File: config.mk
export PLATFORM = sky130hd
export DESIGN_NAME = blkd_dispatch
export DESIGN_NICKNAME = d
export VERILOG_FILES = /design/src/rtl/blkd_pkg.sv /design/src/rtl/blkd_sm_ledger.sv /design/src/rtl/blkd_rr_pick.sv /design/src/rtl/blkd_kernel_table.sv /design/src/rtl/blkd_dispatch.sv
export SDC_FILE = /design/constraint.sdc
export NUM_CORES = 2
export LEC_CHECK = 0
export BUFFER_PORTS_ARGS = -buffer_cell sky130_fd_sc_hd__buf_2
export CORE_MARGIN = 4
export CORE_UTILIZATION = 60
export CTS_BUF_LIST = sky130_fd_sc_hd__clkbuf_8
export DETAILED_ROUTE_END_ITERATION = 7
export MAX_ROUTING_LAYER = met4
export PLACE_DENSITY = 0.81
export SLEW_MARGIN = 20
export SYNTH_ARGS = -nofsm -noshare
export SYNTH_HDL_FRONTEND = slang
export SYNTH_HIERARCHICAL = 1
export SYNTH_SLANG_ARGS = --single-unit
File: constraint.sdc
create_clock -name clk -period 8.9 [get_ports clk]
set_input_delay 0.445 -clock clk [delete_from_list [all_inputs] [get_ports clk]]
set_output_delay 0.445 -clock clk [all_outputs]
set_load 0.02 [all_outputs]
File: src/rtl/blkd_pkg.sv
package blkd_pkg;

    // Dispatch controller states
    typedef enum logic [1:0] {
        ST_IDLE  = 2'd0,
        ST_ISSUE = 2'd1,
        ST_STALL = 2'd2
    } disp_state_e;

endpackage

File: src/rtl/blkd_sm_ledger.sv
// Per-SM free resource ledger; reports which SMs can take the current block.
module blkd_sm_ledger #(
    parameter int NUM_SM     = 4,
    parameter int SM_THREADS = 1024,
    parameter int SM_REGS    = 16384,
    parameter int SM_SLOTS   = 8,
    localparam int SMW    = (NUM_SM > 1) ? $clog2(NUM_SM) : 1,
    localparam int THR_W  = $clog2(SM_THREADS + 1),
    localparam int REG_W  = $clog2(SM_REGS + 1),
    localparam int SLOT_W = $clog2(SM_SLOTS + 1)
) (
    input  logic              clk,
    input  logic              rst_n,
    input  logic [THR_W-1:0]  need_thr,
    input  logic [REG_W-1:0]  need_reg,
    input  logic              take_en,
    input  logic [SMW-1:0]    take_sm,
    input  logic              give_en,
    input  logic [SMW-1:0]    give_sm,
    input  logic [THR_W-1:0]  give_thr,
    input  logic [REG_W-1:0]  give_reg,
    output logic [NUM_SM-1:0] fit
);

    for (genvar g = 0; g < NUM_SM; g++) begin : g_sm
        logic [THR_W-1:0]  free_thr;
        logic [REG_W-1:0]  free_reg;
        logic [SLOT_W-1:0] free_slot;
        logic              take_here;
        logic              give_here;

        assign take_here = take_en && (take_sm == SMW'(g));
        assign give_here = give_en && (give_sm == SMW'(g));

        always_ff @(posedge clk) begin
            if (!rst_n) begin
                free_thr  <= THR_W'(SM_THREADS);
                free_reg  <= REG_W'(SM_REGS);
                free_slot <= SLOT_W'(SM_SLOTS);
            end else begin
                free_thr  <= free_thr - (take_here ? need_thr : {THR_W{1'b0}})
                                      + (give_here ? give_thr : {THR_W{1'b0}});
                free_reg  <= free_reg - (take_here ? need_reg : {REG_W{1'b0}})
                                      + (give_here ? give_reg : {REG_W{1'b0}});
                free_slot <= free_slot - SLOT_W'(take_here) + SLOT_W'(give_here);
            end
        end

        assign fit[g] = (free_thr >= need_thr) && (free_reg >= need_reg)
                        && (free_slot != '0);

        // The ledger never holds more than the SM's capacity.
        p_no_overflow_r1: assert property (@(posedge clk) disable iff (!rst_n)
            (free_thr <= THR_W'(SM_THREADS)) && (free_reg <= REG_W'(SM_REGS))
            && (free_slot <= SLOT_W'(SM_SLOTS)));

        // The controller only takes from an SM that reports room.
        p_take_fits_r1: assert property (@(posedge clk) disable iff (!rst_n)
            take_here |-> fit[g]);
    end

endmodule

File: src/rtl/blkd_rr_pick.sv
// Round-robin choice of the first fitting SM after the last one used.
module blkd_rr_pick #(
    parameter int NUM_SM = 4,
    localparam int SMW = (NUM_SM > 1) ? $clog2(NUM_SM) : 1
) (
    input  logic              clk,
    input  logic              rst_n,
    input  logic [NUM_SM-1:0] fit,
    input  logic              adv,
    output logic              found,
    output logic [SMW-1:0]    pick
);

    logic [SMW-1:0] last_q;

    always_comb begin
        logic [SMW-1:0] cand;
        found = 1'b0;
        pick  = '0;
        for (int i = 1; i <= NUM_SM; i++) begin
            cand = SMW'((int'(last_q) + i) % NUM_SM);
            if (!found && fit[cand]) begin
                found = 1'b1;
                pick  = cand;
            end
        end
    end

    always_ff @(posedge clk) begin
        if (!rst_n) begin
            last_q <= SMW'(NUM_SM - 1);
        end else if (adv) begin
            last_q <= pick;
        end
    end

    // An advance is only requested when a choice exists.
    p_adv_found_r2: assert property (@(posedge clk) disable iff (!rst_n)
        adv |-> found);

endmodule

File: src/rtl/blkd_kernel_table.sv
// Resident kernel slots, launch screening, in-order queue and retirement.
module blkd_kernel_table #(
    parameter int MAX_KERN   = 16,
    parameter int BLK_W      = 8,
    parameter int SM_THREADS = 1024,
    parameter int SM_REGS    = 16384,
    localparam int KW     = (MAX_KERN > 1) ? $clog2(MAX_KERN) : 1,
    localparam int CNT_W  = $clog2(MAX_KERN + 1),
    localparam int THR_W  = $clog2(SM_THREADS + 1),
    localparam int REG_W  = $clog2(SM_REGS + 1),
    localparam int NEED_T = THR_W + 1,
    localparam int NEED_R = REG_W + 1
) (
    input  logic              clk,
    input  logic              rst_n,
    input  logic              in_valid,
    output logic              in_ready,
    input  logic [BLK_W-1:0]  in_blocks,
    input  logic [NEED_T-1:0] in_thr,
    input  logic [NEED_R-1:0] in_reg,
    output logic              err_pulse,
    output logic              cur_valid,
    output logic [KW-1:0]     cur_kid,
    output logic [BLK_W-1:0]  cur_bid,
    output logic [THR_W-1:0]  cur_thr,
    output logic [REG_W-1:0]  cur_reg,
    input  logic              adv,
    input  logic              done_en,
    input  logic [KW-1:0]     done_kid,
    output logic              retire_en,
    output logic [KW-1:0]     retire_kid
);

    logic [MAX_KERN-1:0] busy;
    logic [BLK_W-1:0]    total    [MAX_KERN];
    logic [BLK_W-1:0]    placed   [MAX_KERN];
    logic [BLK_W-1:0]    finished [MAX_KERN];
    logic [THR_W-1:0]    thr_q    [MAX_KERN];
    logic [REG_W-1:0]    reg_q    [MAX_KERN];
    logic [KW-1:0]       order_q  [MAX_KERN];
    logic [KW-1:0]       rd_ptr, wr_ptr;
    logic [CNT_W-1:0]    qcnt;
    logic                err_q, ret_q;
    logic [KW-1:0]       ret_kid_q;

    logic          free_ok;
    logic [KW-1:0] free_idx;
    logic          bad, acc, alloc, last_blk, done_last;

    function automatic logic [KW-1:0] bump(input logic [KW-1:0] p);
        return (p == KW'(MAX_KERN - 1)) ? '0 : p + KW'(1);
    endfunction

    // Lowest free slot.
    always_comb begin
        free_ok  = 1'b0;
        free_idx = '0;
        for (int k = MAX_KERN - 1; k >= 0; k--) begin
            if (!busy[k]) begin
                free_ok  = 1'b1;
                free_idx = KW'(k);
            end
        end
    end

    assign in_ready  = free_ok;
    assign bad       = (in_blocks == '0) || (in_thr > NEED_T'(SM_THREADS))
                       || (in_reg > NEED_R'(SM_REGS));
    assign acc       = in_valid && in_ready;
    assign alloc     = acc && !bad;

    assign cur_valid = (qcnt != '0);
    assign cur_kid   = order_q[rd_ptr];
    assign cur_bid   = placed[cur_kid];
    assign cur_thr   = thr_q[cur_kid];
    assign cur_reg   = reg_q[cur_kid];
    assign last_blk  = adv && (placed[cur_kid] == total[cur_kid] - BLK_W'(1));
    assign done_last = done_en && (finished[done_kid] == total[done_kid] - BLK_W'(1));

    always_ff @(posedge clk) begin
        if (!rst_n) begin
            busy      <= '0;
            rd_ptr    <= '0;
            wr_ptr    <= '0;
            qcnt      <= '0;
            err_q     <= 1'b0;
            ret_q     <= 1'b0;
            ret_kid_q <= '0;
            for (int k = 0; k < MAX_KERN; k++) begin
                total[k]    <= '0;
                placed[k]   <= '0;
                finished[k] <= '0;
                thr_q[k]    <= '0;
                reg_q[k]    <= '0;
                order_q[k]  <= '0;
            end
        end else begin
            err_q     <= acc && bad;
            ret_q     <= done_last;
            ret_kid_q <= done_kid;
            if (alloc) begin
                busy[free_idx]     <= 1'b1;
                total[free_idx]    <= in_blocks;
                placed[free_idx]   <= '0;
                finished[free_idx] <= '0;
                thr_q[free_idx]    <= in_thr[THR_W-1:0];
                reg_q[free_idx]    <= in_reg[REG_W-1:0];
                order_q[wr_ptr]    <= free_idx;
                wr_ptr             <= bump(wr_ptr);
            end
            if (adv) begin
                placed[cur_kid] <= placed[cur_kid] + BLK_W'(1);
            end
            if (last_blk) begin
                rd_ptr <= bump(rd_ptr);
            end
            if (done_en) begin
                finished[done_kid] <= finished[done_kid] + BLK_W'(1);
            end
            if (done_last) begin
                busy[done_kid] <= 1'b0;
            end
            qcnt <= qcnt + CNT_W'(alloc) - CNT_W'(last_blk);
        end
    end

    assign err_pulse  = err_q;
    assign retire_en  = ret_q;
    assign retire_kid = ret_kid_q;

    // The order queue never holds more kernels than there are slots.
    p_queue_bound_r3: assert property (@(posedge clk) disable iff (!rst_n)
        qcnt <= CNT_W'(MAX_KERN));

    // A dispatch only consumes a block the current kernel still has.
    p_adv_in_range_r4: assert property (@(posedge clk) disable iff (!rst_n)
        adv |-> (cur_valid && (placed[cur_kid] < total[cur_kid])));

    // With every slot taken, no launch is accepted.
    p_full_blocks_r7: assert property (@(posedge clk) disable iff (!rst_n)
        (&busy) |-> !in_ready);

    // A rejected launch leaves the slot set as it was.
    p_err_keeps_slots_r8: assert property (@(posedge clk) disable iff (!rst_n)
        (acc && bad && !done_en) |=> (busy == $past(busy)));

    // Completions only refer to resident kernels.
    p_done_resident_r9: assert property (@(posedge clk) disable iff (!rst_n)
        done_en |-> busy[done_kid]);

    // A retiring kernel has released its slot.
    p_retire_frees_r9: assert property (@(posedge clk) disable iff (!rst_n)
        ret_q |-> !busy[ret_kid_q]);

endmodule

File: src/rtl/blkd_dispatch.sv
// In-order thread-block dispatcher: top level with the issue controller.
module blkd_dispatch
    import blkd_pkg::*;
#(
    parameter int NUM_SM     = 4,
    parameter int MAX_KERN   = 16,
    parameter int BLK_W      = 8,
    parameter int SM_THREADS = 1024,
    parameter int SM_REGS    = 16384,
    parameter int SM_SLOTS   = 8,
    localparam int SMW   = (NUM_SM > 1) ? $clog2(NUM_SM) : 1,
    localparam int KW    = (MAX_KERN > 1) ? $clog2(MAX_KERN) : 1,
    localparam int THR_W = $clog2(SM_THREADS + 1),
    localparam int REG_W = $clog2(SM_REGS + 1)
) (
    input  logic             clk,
    input  logic             rst_n,
    input  logic             launch_valid,
    output logic             launch_ready,
    input  logic [BLK_W-1:0] launch_blocks,
    input  logic [THR_W:0]   launch_threads,
    input  logic [REG_W:0]   launch_regs,
    output logic             launch_err,
    input  logic             done_valid,
    input  logic [SMW-1:0]   done_sm,
    input  logic [KW-1:0]    done_kid,
    input  logic [THR_W-1:0] done_threads,
    input  logic [REG_W-1:0] done_regs,
    output logic             disp_valid,
    output logic [KW-1:0]    disp_kid,
    output logic [BLK_W-1:0] disp_bid,
    output logic [SMW-1:0]   disp_sm,
    output logic             retire_valid,
    output logic [KW-1:0]    retire_kid
);

    disp_state_e state_q, state_d;

    logic              cur_valid;
    logic [KW-1:0]     cur_kid;
    logic [BLK_W-1:0]  cur_bid;
    logic [THR_W-1:0]  cur_thr;
    logic [REG_W-1:0]  cur_reg;
    logic [NUM_SM-1:0] fit;
    logic              found;
    logic [SMW-1:0]    pick;

    blkd_kernel_table #(
        .MAX_KERN   (MAX_KERN),
        .BLK_W      (BLK_W),
        .SM_THREADS (SM_THREADS),
        .SM_REGS    (SM_REGS)
    ) u_table (
        .clk        (clk),
        .rst_n      (rst_n),
        .in_valid   (launch_valid),
        .in_ready   (launch_ready),
        .in_blocks  (launch_blocks),
        .in_thr     (launch_threads),
        .in_reg     (launch_regs),
        .err_pulse  (launch_err),
        .cur_valid  (cur_valid),
        .cur_kid    (cur_kid),
        .cur_bid    (cur_bid),
        .cur_thr    (cur_thr),
        .cur_reg    (cur_reg),
        .adv        (disp_valid),
        .done_en    (done_valid),
        .done_kid   (done_kid),
        .retire_en  (retire_valid),
        .retire_kid (retire_kid)
    );

    blkd_sm_ledger #(
        .NUM_SM     (NUM_SM),
        .SM_THREADS (SM_THREADS),
        .SM_REGS    (SM_REGS),
        .SM_SLOTS   (SM_SLOTS)
    ) u_ledger (
        .clk      (clk),
        .rst_n    (rst_n),
        .need_thr (cur_thr),
        .need_reg (cur_reg),
        .take_en  (disp_valid),
        .take_sm  (pick),
        .give_en  (done_valid),
        .give_sm  (done_sm),
        .give_thr (done_threads),
        .give_reg (done_regs),
        .fit      (fit)
    );

    blkd_rr_pick #(
        .NUM_SM (NUM_SM)
    ) u_pick (
        .clk   (clk),
        .rst_n (rst_n),
        .fit   (fit),
        .adv   (disp_valid),
        .found (found),
        .pick  (pick)
    );

    // State register
    always_ff @(posedge clk) begin
        if (!rst_n) begin
            state_q <= ST_IDLE;
        end else begin
            state_q <= state_d;
        end
    end

    // Next state
    always_comb begin
        state_d = state_q;
        unique case (state_q)
            ST_IDLE: begin
                if (cur_valid) state_d = ST_ISSUE;
            end
            ST_ISSUE: begin
                if (!cur_valid) begin
                    state_d = ST_IDLE;
                end else if (!found && !done_valid) begin
                    state_d = ST_STALL;
                end
            end
            ST_STALL: begin
                if (done_valid) state_d = ST_ISSUE;
            end
            default: state_d = ST_IDLE;
        endcase
    end

    // Outputs
    always_comb begin
        disp_valid = 1'b0;
        unique case (state_q)
            ST_ISSUE: disp_valid = cur_valid && found;
            ST_IDLE,
            ST_STALL: disp_valid = 1'b0;
            default:  disp_valid = 1'b0;
        endcase
        disp_kid = cur_kid;
        disp_bid = cur_bid;
        disp_sm  = pick;
    end

    // Stall is only held for a kernel that still has unplaced blocks.
    p_stall_has_work_r5: assert property (@(posedge clk) disable iff (!rst_n)
        (state_q == ST_STALL) |-> cur_valid);

    // A completion while stalled reopens issue at once.
    p_stall_wakes_r5: assert property (@(posedge clk) disable iff (!rst_n)
        ((state_q == ST_STALL) && done_valid) |=> (state_q == ST_ISSUE));

    // No dispatch with an empty order queue.
    p_no_phantom_r3: assert property (@(posedge clk) disable iff (!rst_n)
        disp_valid |-> cur_valid);

endmodule

==> key figures <==
Die
  • # rows: 113
  • Core area: 95,150 sq um
  • # IOs: 94
  • Initial Utilization: 60.51%
  • Die width: 317.8 um
  • Total die area: 101,000 sq um
  • Die height: 317.8 um

STA
  • RSZ-0062 raised after global routing: false
  • Final slew viol count: 0
  • Clk_skew: 50.20 ps
  • Period utilisation layout: 95.23%
  • Hold_ws: 69.78 ps
  • Finish-stage setup viols: 0
  • Fin crit period: 8476 ps
  • Post-route setup TNS: 0 ps
  • FMAX: 0.1180 GHz
  • Least-Margin Pin Slew: 1218 ps
  • Worst slew margin: 18.62%
  • Fin. Hold Viols: 0

Logic synthesis
  • Main combinational cell family by area after synthesis: simple AND/OR/NAND/NOR gates
  • Post-synth top area share: 45.06%
  • Most instantiated cells after synthesis: edfxtp_1 (864), nand2_1 (806), nor2_1 (478), and2_1 (411), inv_1 (386)
  • Flops & latches, synth: 1,027
  • Prevailing post-synth register cell: edfxtp_1
  • Post-synth EDFFs: 864
  • Netlist cell types: 89
  • Sequential area share after synthesis: 50.73%
  • Mux share of post-synthesis cell area: 5.451%
  • Post-Synth Adder-Cell Area: 8.793%
  • Synth Area in Simple Gates: 20.65%
  • Yosys top cell by area: edfxtp_1
  • Post-Synth XOR/XNOR Area: 1.806%
  • Cells after Synth: 5,477
  • Compound-Gate Fraction of Synth Area: 7.641%
  • Post-synthesis area per instance: 10.51 sq um
  • Count leader, synth: edfxtp_1
  • Mapped Area: 57,570 sq um
  • Synth Net Count: 5,893
  • Async SR Flop Fraction: 0%
  • Synth top area cells: edfxtp_1 (45%), dfxtp_1 (5.7%), ha_1 (5.3%)
  • Warnings from Yosys: 6

Finish
  • Nets: 5,954
  • Finished Cell Area: 62,980 sq um
  • Largest register by flop count: u_table/reg_q
  • Number of flip-flops in the largest register: 240
  • Layout Cells excl Fill: 6,943
  • Area growth syn-to-layout: 9.393%
  • Layout cells sized above 1: 11.61%
  • Util after Layout: 66.19%
  • Largest registers: u_table/reg_q: 240 flops, u_table/thr_q: 176 flops

Global route
  • Antenna violations before repair: 11
  • First-pass GRT wire length: 253,100 um
  • All-Layer GR Usage: 33.32%
  • Layer with the highest usage after global routing: met2
  • Total gr overflow: 0
  • Met3 GRT Util: 8.954%
  • M2 GR Usage: 50.67%
  • Vias in the first global route: 43,090
  • M1 GR Usage: 42.89%
  • Pin count of the biggest net entering global routing: 126

Critical path
  • R2r endpoint: u_table/qcnt[4]$_SDFF_PN0_
  • CP Class: reg -> reg
  • Worst EP arrival: 9250 ps
  • Critical Path Sink Type: flop
  • R2r worst-path depth: 33
  • Worst-path fanout max: 22
  • CP bufs+invs: 9
  • Worst setup SP type: flop
  • CP max stage delay: 620 ps
  • Top delay family on crit path: compound AO/OA/AOI/OAI gates
  • Reg-to-reg setup timing slack: 420 ps
  • Most used cell, CP: buf_4
  • Slowest cell on the critical path: a2111oi_1
  • Req. time, crit path: 9680 ps

Placed design
  • Placed Instances: 6,625
  • HPWL Detailed: 104,400 um
  • RePlAce Congestion: 0.9557
  • Count of input and output buffers: 93
  • Placed instance area: 59,580 sq um

Status
  • Status: completed

Routing
  • Mean routed wirelength per cell: 24.13 um
  • Number of vias per cell: 6.373
  • # DRC: 0
  • Starting DRT DRC Count: 6,273
  • TritonRoute pass-1 iters: 7
  • WL final: 167,500 um
  • Vias: 44,250
  • Post-route ant nets: 0

Flow run
  • Max_cap viols: 0

Clocking
  • TritonCTS clock tree: yes
  • Worst skew pair latency: 880 ps
  • H-tree Lvls: 4
  • Clk sinks: 1,027
  • CTS root buf: clkbuf_8
  • CTS Buf Count: 167
  • Clock transition at the registers of the reported paths: 60 ps
  • Clock buffer depth: 3

Worst hold path
  • Hold-critical path depth: 2
  • Hold Crit Start: launch_regs[5]
  • Hold EP: u_table/reg_q[7][5]$_SDFFCE_PN0P_
  • Worst hold path type: in -> reg

Power and ir drop
  • LEAKAGE: 0.02603 uW
  • Max VDD drop: 0.1083 mV
  • Pwr per Cell Area: 224.1 nW/um^2
==> cells in the final DEF (no fill, tap or decap), drive strengths merged, types with 36 or more instances in the layout <==
master,count
clkbuf,179
xnor2,66
a311oi,81
nand3,183
ha,243
mux4,94
buf,224
nor2b,40
clkinv,53
fa,101
a21o,36
o21ai,92
a21oi,169
mux2i,75
a31oi,41
edfxtp,864
dfxtp,163
nand2,807
and3,371
inv,448
and2,411
nor2,482
xor2,51
nand4,36
a211oi,37
==> per-stage QoR <==
stage               setup slack, ps  total power, uW
finish                        424.2            14120
global route                  46.51            14880
detailed placement           -202.5            10040
floorplan                     341.8             8980
CTS                           97.32            14040
global placement              14.00             9912
==> final cells by class <==
type,instances,area (sq um)
Inverter,390,1483
Tap cell,1265,1583
Fill cell,7021,32170
Timing Repair Buffer,229,1704
Multi-Input combinational cell,3723,25780
Sequential cell,1027,29210
Clock inverter,120,743.2
Antenna cell,11,27.53
Clock buffer,178,2450
==> logic make-up (layout without fill, tap and decap cells) <==
| logic type | after synthesis | in the layout |
|---|---|---|
| flip-flops | 1027 | 1027 |
| multiplexers | 193 | 193 |
| AND/OR/NAND/NOR | 2436 | 2436 |
| AO/OA/AOI/OAI | 633 | 633 |
| other | 0 | 11 |
| adder cells (fa/ha/maj) | 344 | 344 |
| XOR/XNOR | 117 | 117 |
| buffers and inverters | 727 | 917 |
==> where the power goes <==
part           internal [uW]  leakage [uW]  switching (uW)  total (uW)
Clock                   2040       0.00182            1970        4010
Sequential              5560        0.0100             190        5750
Combinational           1770        0.0142            2580        4360
Total                   9370        0.0260            4750       14100
==> per-layer routing <==
metal  routed length (um)  vias to the layer above
li1                     -                    19400
met1                61510                    21180
met2                76180                     3099
met3                22610                      567
met4                 7215                        0
met5                    0                        -
==> worst max-delay path by stage <==
stage	slack, ps	cells past startpoint	start	to
after floorplan	340	39	flop	u_ledger/g_sm[1].free_thr[8]$_SDFF_PN0_
after global placement	10	33	flop	u_ledger/g_sm[1].free_thr[8]$_SDFF_PN0_
after detailed placement	-200	34	flop	u_ledger/g_sm[1].free_thr[10]$_SDFF_PN1_
after CTS	100	35	flop	u_ledger/g_sm[1].free_thr[10]$_SDFF_PN1_
after global routing	50	35	flop	u_ledger/g_sm[3].free_reg[11]$_SDFF_PN0_
final	420	33	flop	u_table/qcnt[4]$_SDFF_PN0_
==> worst register-to-register path, delay by kind of cell, from the launching register on <==
kind | cells | cell delay, ps
AOI/OAI and AO/OA | 9 | 2400
and+or+nand+nor | 10 | 2240
buffers and inverters | 9 | 1600
adders and majority gates | 4 | 1190
muxes | 1 | 500
DFF | 1 | 450
==> timing repair <==
item / CTS / global route
endpoints found under the setup margin: 11 / 60
resized for setup: 4 / 17
pin swaps: 0 / 2
buffers inserted: 0 / 3
hold endpoints to repair: 14 / 0
hold buffers: 4 / 0
Power figures use the tool's default switching activity.
